==> src/rtl/otp_seq_pkg.sv <==
package otp_seq_pkg;

  localparam logic [7:0] CMD_READ  = 8'hF0;
  localparam logic [7:0] CMD_WRITE = 8'h0F;
  localparam logic [7:0] CONFIRM_B = 8'h5A;
  localparam logic [7:0] CRC_POLY  = 8'h8C;  // reflected x^8+x^5+x^4+1

  typedef enum logic [3:0] {
    ST_IDLE,
    ST_ADR_LO,
    ST_ADR_HI,
    ST_HDR_CRC,
    ST_DATA,
    ST_DAT_CRC,
    ST_CONFIRM,
    ST_VPP_WAIT,
    ST_PULSE,
    ST_VERIFY,
    ST_STREAM,
    ST_HALT
  } seq_st_e;

  function automatic logic [7:0] crc8_step(input logic [7:0] crc, input logic [7:0] din);
    logic [7:0] c;
    logic       mix;
    c = crc;
    for (int i = 0; i < 8; i++) begin
      mix = c[0] ^ din[i];
      c   = c >> 1;
      if (mix) c = c ^ CRC_POLY;
    end
    return c;
  endfunction

endpackage

==> src/rtl/otp_crc8.sv <==
module otp_crc8 (
  input  logic       clk,
  input  logic       rst_n,
  input  logic       en_i,
  input  logic       clr_i,
  input  logic [7:0] din_i,
  output logic [7:0] crc_o
);
  import otp_seq_pkg::*;

  logic [7:0] crc_q, crc_d;

  always_comb begin
    crc_d = crc_q;
    if (en_i) crc_d = crc8_step(clr_i ? 8'h00 : crc_q, din_i);
  end

  always_ff @(posedge clk or negedge rst_n) begin
    if (!rst_n) crc_q <= 8'h00;
    else        crc_q <= crc_d;
  end

  assign crc_o = crc_q;
endmodule

==> src/rtl/otp_stage_buf.sv <==
module otp_stage_buf #(
  parameter int SEG_BYTES = 8,
  localparam int IW = $clog2(SEG_BYTES)
) (
  input  logic                   clk,
  input  logic                   rst_n,
  input  logic                   we_i,
  input  logic [IW-1:0]          idx_i,
  input  logic [7:0]             din_i,
  output logic [SEG_BYTES*8-1:0] stage_o
);
  for (genvar j = 0; j < SEG_BYTES; j++) begin : g_lane
    logic [7:0] lane_q;
    logic       lane_en;
    assign lane_en = we_i && (idx_i == IW'(j));
    always_ff @(posedge clk or negedge rst_n) begin
      if (!rst_n)       lane_q <= 8'hFF;
      else if (lane_en) lane_q <= din_i;
    end
    assign stage_o[j*8 +: 8] = lane_q;
  end
endmodule

==> src/rtl/otp_cell_array.sv <==
module otp_cell_array #(
  parameter int MEM_BYTES = 128,
  parameter int SEG_BYTES = 8,
  localparam int AW = $clog2(MEM_BYTES),
  localparam int IW = $clog2(SEG_BYTES),
  localparam int SW = AW - IW
) (
  input  logic                   clk,
  input  logic                   rst_n,
  input  logic                   prog_i,
  input  logic [SW-1:0]          seg_i,
  input  logic [SEG_BYTES*8-1:0] stage_i,
  input  logic [AW-1:0]          rd_addr_i,
  output logic [7:0]             rd_data_o
);
  logic [MEM_BYTES*8-1:0] flat;

  for (genvar k = 0; k < MEM_BYTES; k++) begin : g_cell
    logic [7:0] cell_q;
    logic       hit;
    assign hit = prog_i && (seg_i == SW'(k / SEG_BYTES));
    always_ff @(posedge clk or negedge rst_n) begin
      if (!rst_n)   cell_q <= 8'hFF;
      else if (hit) cell_q <= cell_q & stage_i[(k % SEG_BYTES)*8 +: 8];
    end
    assign flat[k*8 +: 8] = cell_q;
  end

  assign rd_data_o = flat[rd_addr_i*8 +: 8];
endmodule

==> src/rtl/otp_link_seq.sv <==
module otp_link_seq #(
  parameter int MEM_BYTES = 128,
  parameter int SEG_BYTES = 8,
  parameter int PROG_CYC  = 40
) (
  input  logic       clk,
  input  logic       rst_n,
  input  logic       bus_rst_i,
  input  logic       rx_vld_i,
  input  logic [7:0] rx_byte_i,
  input  logic       tx_rd_i,
  output logic       tx_vld_o,
  output logic [7:0] tx_byte_o,
  input  logic       vpp_i,
  output logic       prog_o
);
  import otp_seq_pkg::*;

  localparam int AW  = $clog2(MEM_BYTES);
  localparam int IW  = $clog2(SEG_BYTES);
  localparam int SW  = AW - IW;
  localparam int PCW = $clog2(PROG_CYC + 1);

  // reset: asserted asynchronously, released on the clock
  logic [1:0] rst_sync_q;
  logic       rst_sync_n;
  always_ff @(posedge clk or negedge rst_n) begin
    if (!rst_n) rst_sync_q <= 2'b00;
    else        rst_sync_q <= {rst_sync_q[0], 1'b1};
  end
  assign rst_sync_n = rst_sync_q[1];

  seq_st_e        st_q, st_d;
  logic [7:0]     adr_lo_q, adr_lo_d;
  logic [AW-1:0]  ptr_q, ptr_d;
  logic [IW-1:0]  idx_q, idx_d;
  logic [PCW-1:0] pcnt_q, pcnt_d;
  logic           wr_q, wr_d;

  logic       crc_en, crc_clr, stg_we, prog_we;
  logic [7:0] crc_val, rd_data;
  logic [SEG_BYTES*8-1:0] stage;
  logic       in_range, aligned;

  assign in_range = ({rx_byte_i, adr_lo_q} < 16'(MEM_BYTES));
  assign aligned  = (adr_lo_q[IW-1:0] == '0);

  always_comb begin
    st_d     = st_q;
    adr_lo_d = adr_lo_q;
    ptr_d    = ptr_q;
    idx_d    = idx_q;
    pcnt_d   = pcnt_q;
    wr_d     = wr_q;
    crc_en   = 1'b0;
    crc_clr  = 1'b0;
    stg_we   = 1'b0;
    prog_we  = 1'b0;
    case (st_q)
      ST_IDLE: if (rx_vld_i) begin
        crc_en  = 1'b1;
        crc_clr = 1'b1;
        if (rx_byte_i == CMD_READ) begin
          wr_d = 1'b0;
          st_d = ST_ADR_LO;
        end else if (rx_byte_i == CMD_WRITE) begin
          wr_d = 1'b1;
          st_d = ST_ADR_LO;
        end else begin
          st_d = ST_HALT;
        end
      end
      ST_ADR_LO: if (rx_vld_i) begin
        crc_en   = 1'b1;
        adr_lo_d = rx_byte_i;
        st_d     = ST_ADR_HI;
      end
      ST_ADR_HI: if (rx_vld_i) begin
        crc_en = 1'b1;
        if (!in_range || (wr_q && !aligned)) begin
          st_d = ST_HALT;
        end else begin
          ptr_d = adr_lo_q[AW-1:0];
          st_d  = ST_HDR_CRC;
        end
      end
      ST_HDR_CRC: if (tx_rd_i) begin
        idx_d = '0;
        st_d  = wr_q ? ST_DATA : ST_STREAM;
      end
      ST_DATA: if (rx_vld_i) begin
        crc_en  = 1'b1;
        crc_clr = (idx_q == '0);
        stg_we  = 1'b1;
        if (idx_q == IW'(SEG_BYTES - 1)) st_d = ST_DAT_CRC;
        else                             idx_d = idx_q + 1'b1;
      end
      ST_DAT_CRC: if (tx_rd_i) st_d = ST_CONFIRM;
      ST_CONFIRM: if (rx_vld_i) st_d = (rx_byte_i == CONFIRM_B) ? ST_VPP_WAIT : ST_HALT;
      ST_VPP_WAIT: if (vpp_i) begin
        pcnt_d = '0;
        st_d   = ST_PULSE;
      end
      ST_PULSE: begin
        if (!vpp_i) begin
          st_d = ST_HALT;
        end else if (pcnt_q == PCW'(PROG_CYC - 1)) begin
          prog_we = 1'b1;
          idx_d   = '0;
          st_d    = ST_VERIFY;
        end else begin
          pcnt_d = pcnt_q + 1'b1;
        end
      end
      ST_VERIFY: if (tx_rd_i) begin
        if (idx_q == IW'(SEG_BYTES - 1)) begin
          st_d = ST_HALT;
        end else begin
          idx_d = idx_q + 1'b1;
          ptr_d = ptr_q + 1'b1;
        end
      end
      ST_STREAM: if (tx_rd_i) begin
        if (ptr_q == AW'(MEM_BYTES - 1)) st_d = ST_HALT;
        else                             ptr_d = ptr_q + 1'b1;
      end
      default: st_d = st_q;
    endcase
    if (bus_rst_i && st_q != ST_PULSE) st_d = ST_IDLE;
  end

  always_ff @(posedge clk or negedge rst_sync_n) begin
    if (!rst_sync_n) begin
      st_q     <= ST_IDLE;
      adr_lo_q <= 8'h00;
      ptr_q    <= '0;
      idx_q    <= '0;
      pcnt_q   <= '0;
      wr_q     <= 1'b0;
    end else begin
      st_q     <= st_d;
      adr_lo_q <= adr_lo_d;
      ptr_q    <= ptr_d;
      idx_q    <= idx_d;
      pcnt_q   <= pcnt_d;
      wr_q     <= wr_d;
    end
  end

  otp_crc8 u_crc (
    .clk   (clk),
    .rst_n (rst_sync_n),
    .en_i  (crc_en),
    .clr_i (crc_clr),
    .din_i (rx_byte_i),
    .crc_o (crc_val)
  );

  otp_stage_buf #(.SEG_BYTES(SEG_BYTES)) u_stage (
    .clk     (clk),
    .rst_n   (rst_sync_n),
    .we_i    (stg_we),
    .idx_i   (idx_q),
    .din_i   (rx_byte_i),
    .stage_o (stage)
  );

  otp_cell_array #(.MEM_BYTES(MEM_BYTES), .SEG_BYTES(SEG_BYTES)) u_array (
    .clk       (clk),
    .rst_n     (rst_sync_n),
    .prog_i    (prog_we),
    .seg_i     (ptr_q[AW-1:IW]),
    .stage_i   (stage),
    .rd_addr_i (ptr_q),
    .rd_data_o (rd_data)
  );

  always_comb begin
    tx_vld_o  = 1'b0;
    tx_byte_o = rd_data;
    case (st_q)
      ST_HDR_CRC, ST_DAT_CRC: begin
        tx_vld_o  = 1'b1;
        tx_byte_o = crc_val;
      end
      ST_VERIFY, ST_STREAM: tx_vld_o = 1'b1;
      default: tx_vld_o = 1'b0;
    endcase
  end

  assign prog_o = (st_q == ST_PULSE);
endmodule

==> config.mk <==
export PLATFORM = sky130hd
export DESIGN_NAME = otp_link_seq
export DESIGN_NICKNAME = d
export VERILOG_FILES = /design/src/rtl/otp_seq_pkg.sv /design/src/rtl/otp_crc8.sv /design/src/rtl/otp_stage_buf.sv /design/src/rtl/otp_cell_array.sv /design/src/rtl/otp_link_seq.sv
export SDC_FILE = /design/constraint.sdc
export NUM_CORES = 2
export LEC_CHECK = 0
export CAP_MARGIN = 0
export CORE_AREA = 3 3 204 355
export CTS_BUF_LIST = sky130_fd_sc_hd__clkbuf_8
export DETAILED_ROUTE_END_ITERATION = 10
export DIE_AREA = 0 0 207 358
export PLACE_DENSITY = 0.87
export SETUP_SLACK_MARGIN = 0.4
export SLEW_MARGIN = 20
export SYNTH_ARGS = -nofsm -noshare
export SYNTH_HDL_FRONTEND = slang
export SYNTH_SLANG_ARGS = --single-unit
==> constraint.sdc <==
create_clock -name clk -period 53.7 [get_ports clk]
set_input_delay 10.74 -clock clk [delete_from_list [all_inputs] [get_ports clk]]
set_output_delay 10.74 -clock clk [all_outputs]
set_load 0.05 [all_outputs]
==> qor.csv <==
metric;value;unit
cell count after synthesis;3900;
number of buffers added by the clock tree synthesis step;154;
clock latency on the worst-skew pair;0.81;ns
share of post-route cells with drive strength above 1;37.6;%
cell accounting for the most synthesized area;dfstp_2;
worst endpoint required time;42.96;ns
layout filler cell count;4300;
slowest CP cell;buf_4;
Layout Area Growth over Synthesis;7.10;%
setup-violating endpoint count in the final report;0;
final estimated routing congestion in global placement;0.901;
number of vias after detailed routing;33200;
CTS tree;built;
Power per Cell Area;42.2;mW/mm^2
Post-Route WL;128000;um
highest metal layer with signal wires;met5;
commonest non-fill, non-tap cell in the layout;dfstp_2;
Core Rows;128;
Final Max Tran Viols;0;
cell count after placement;4494;
worst-case register-to-register setup slack;48.33;ns
WS Path Type;flop to primary output;
TritonRoute pass-1 iters;6;
kind of cell adding the most delay to the critical path;buffers and inverters;
count of flip-flops with a built-in enable after synthesis;0;
arrival time worst endpoint;8.30;ns
time the worst path needs with I/O delays and setup;19.04;ns
worst setup slack after placement;35.43;ns
most frequent cell on the critical path;buf_4;
Max Cap Viol;0;
clock slew at the register clock pins of the worst setup and hold paths;0.07;ns
y dimension of the die;358;um
maximum fanout along the worst path;63;
final-stage net count;3764;
minimum setup slack in the final design;34.66;ns
share of flip-flops with an asynchronous set or reset after synthesis;100;%
Synthesis Warnings;0;
FF+latch count, synth;1127;
full die area;0.0741;mm^2
initial antenna violation count;2;
IO Port Bufs;23;
Tot Pwr;2.23;mW
flip-flop and latch area;0.0296;mm^2
Clock Sink Count;1127;
Detailed Route Iter0 Violations;2903;
HPWL reported at the end of detailed placement;73400;um
post-CTS setup buffers;0;
sequential element share of the synthesized area;59.9;%
CP startpoint kind;flop;
worst relative slew slack;20.1;%
post-route setup TNS;0;ns
aggregate global-route resource usage;34.4;%
top cell type's share of synthesized area;57.9;%
CP Capture Type;primary output;
worst slew pin tran;1.20;ns
detailed-routed wire length on met2;64400;um
most area-consuming cells after synthesis;dfstp_2 58%, o21a_1 16%, mux2i_1 10%, a22oi_1 3.9%, clkbuf_1 2.1%;
Tcrit/Tclk final;35.5;%
post-synthesis instance area;0.0493;mm^2
total nets after synthesis;3922;
hold violation total from the final report;0;
Post-route DRC;0;
RSZ-0062 raised after global routing;no;
total met3 wirelength after detailed routing;8930;um
global route total overflow;0;
worst stage delay on the critical path;0.95;ns
worst hold margin;0.366;ns
critical path buffer and inverter count;6;
first-pass GRT wire length;201000;um
worst supply voltage drop on vdd;0.0000611;V
remaining antenna violation count after routing;0;
clock skew;0.0261;ns
area taken by multi-input logic gates;0.0184;mm^2
vias in the first global route;36000;
horizontal extent of the die;207;um
wire length the detailed router placed on met1;47200;um
number of ports placed on the die boundary;24;
Netlist cell types;64;
post-DR vias/cell;6.96;
H-tree level count;4;
hold crit path type;flop to flop;
outcome;finished clean;
Mapped Avg Cell Area;12.7;um^2
Leak;20.9;nW
largest net degree at the start of global routing;92;
hold buffer count at cts;0;
wire per inst;26.9;um
number of non-filler instances in the completed layout;4768;
starting utilization of the core area;70.7;%
CP Cell Sequence;buf_4, buf_4, buf_4, buf_4, mux2i_1, a22oi_1, nand3_1, nand4_1, a2111oi_2, buf_4, a21oi_1, clkdlybuf4s50_1;
commonest cells after routing, fill and taps aside;1088 x dfstp_2, 1024 x o21a_1, 512 x mux2i_1;
Max Buffers Root-to-Sink;3;
clock tree root buffer cell;clkbuf_8;
peak clock frequency supported by timing;0.0525;GHz
CTS resizes;0;
primary flip-flop cell chosen by synthesis mapping;dfstp_2;
placeable core area;0.0698;mm^2
-- area by class of cell --
type / count / area share (%)
multi-input cells: 2365 / 34.7
clock buffers: 192 / 5.00
repair buffers: 77 / 1.31
flip-flops and latches: 1127 / 55.9
inverters: 17 / 0.121
diodes: 2 / 0.00947
clock inverters: 78 / 0.715
well taps: 910 / 2.15
-- through the flow --
step                util [%]  cell area [um^2]
global placement        71.2             49700
finish                  75.7             52900
floorplan                  -             49300
CTS                     75.6             52800
detailed placement      71.2             49700
global route            75.7             52900
-- registers in the layout (all words and copies together), names as in the netlist --
signal	count
wr_q	1
u_stage.g_lane.lane_q	64
u_crc.crc_o	8
idx_q	3
u_array.g_cell.cell_q	1024
pcnt_q	6
rst_sync_q	2
st_q	4
ptr_q	7
adr_lo_q	8
-- cell usage after synthesis, drive strengths merged (36+ instances only) --
| cell type | count |
|---|---|
| dfstp | 1088 |
| o21a | 1024 |
| mux2i | 512 |
| clkbuf | 275 |
| a22oi | 258 |
| nand3 | 145 |
| buf | 116 |
| nand2 | 100 |
| o21ai | 58 |
| mux2 | 43 |
| dfrtp | 39 |
| nor2 | 36 |
-- cells by family (layout without fill, tap and decap cells) --
group                      Yosys count  after routing  share of synthesized area [%]
muxes                              555            555                           11.4
xor gates and xnor gates            17             17                          0.330
adders and majority gates            8              8                          0.203
DFF                               1127           1127                           59.9
buffers and inverters              408            364                           3.17
AOI/OAI and AO/OA                 1434           1434                           21.5
other                                1              3                        0.00760
and+or+nand+nor                    350            350                           3.53
-- power by group --
part           switching [mW]  leakage [nW]  internal, mW
registers              0.0320          11.7         0.865
logic                   0.446          7.45         0.245
clock network           0.317          1.75         0.327
total                   0.795          20.9          1.44
-- per-layer routing --
layer,vias to the layer above,track usage (%)
met5,-,0
met4,2,20.6
met3,487,6.26
met2,1544,58.6
met1,17300,41.2
li1,13800,-
-- worst register-to-register path: cells and delay by family, from the launching register on --
family                 cells  cell delay (ns)
buffers and inverters      5             4.39
flip-flops                 1             1.02
-- final timing paths --
kind | cells past startpoint | from | to
max | 12 | ptr_q[0] | tx_byte_o[1]
min | 0 | rst_sync_q[0] | rst_sync_q[1]
max reg2reg | 5 | rst_sync_q[1] | u_array.g_cell[59].cell_q[7]
min reg2reg | 0 | rst_sync_q[0] | rst_sync_q[1]
max in group asynchronous | 1 | rst_n | rst_sync_q[1]
min in group asynchronous | 0 | rst_sync_q[1] | u_array.g_cell[12].cell_q[2]
No activity file was read; power rests on OpenSTA's default activity.
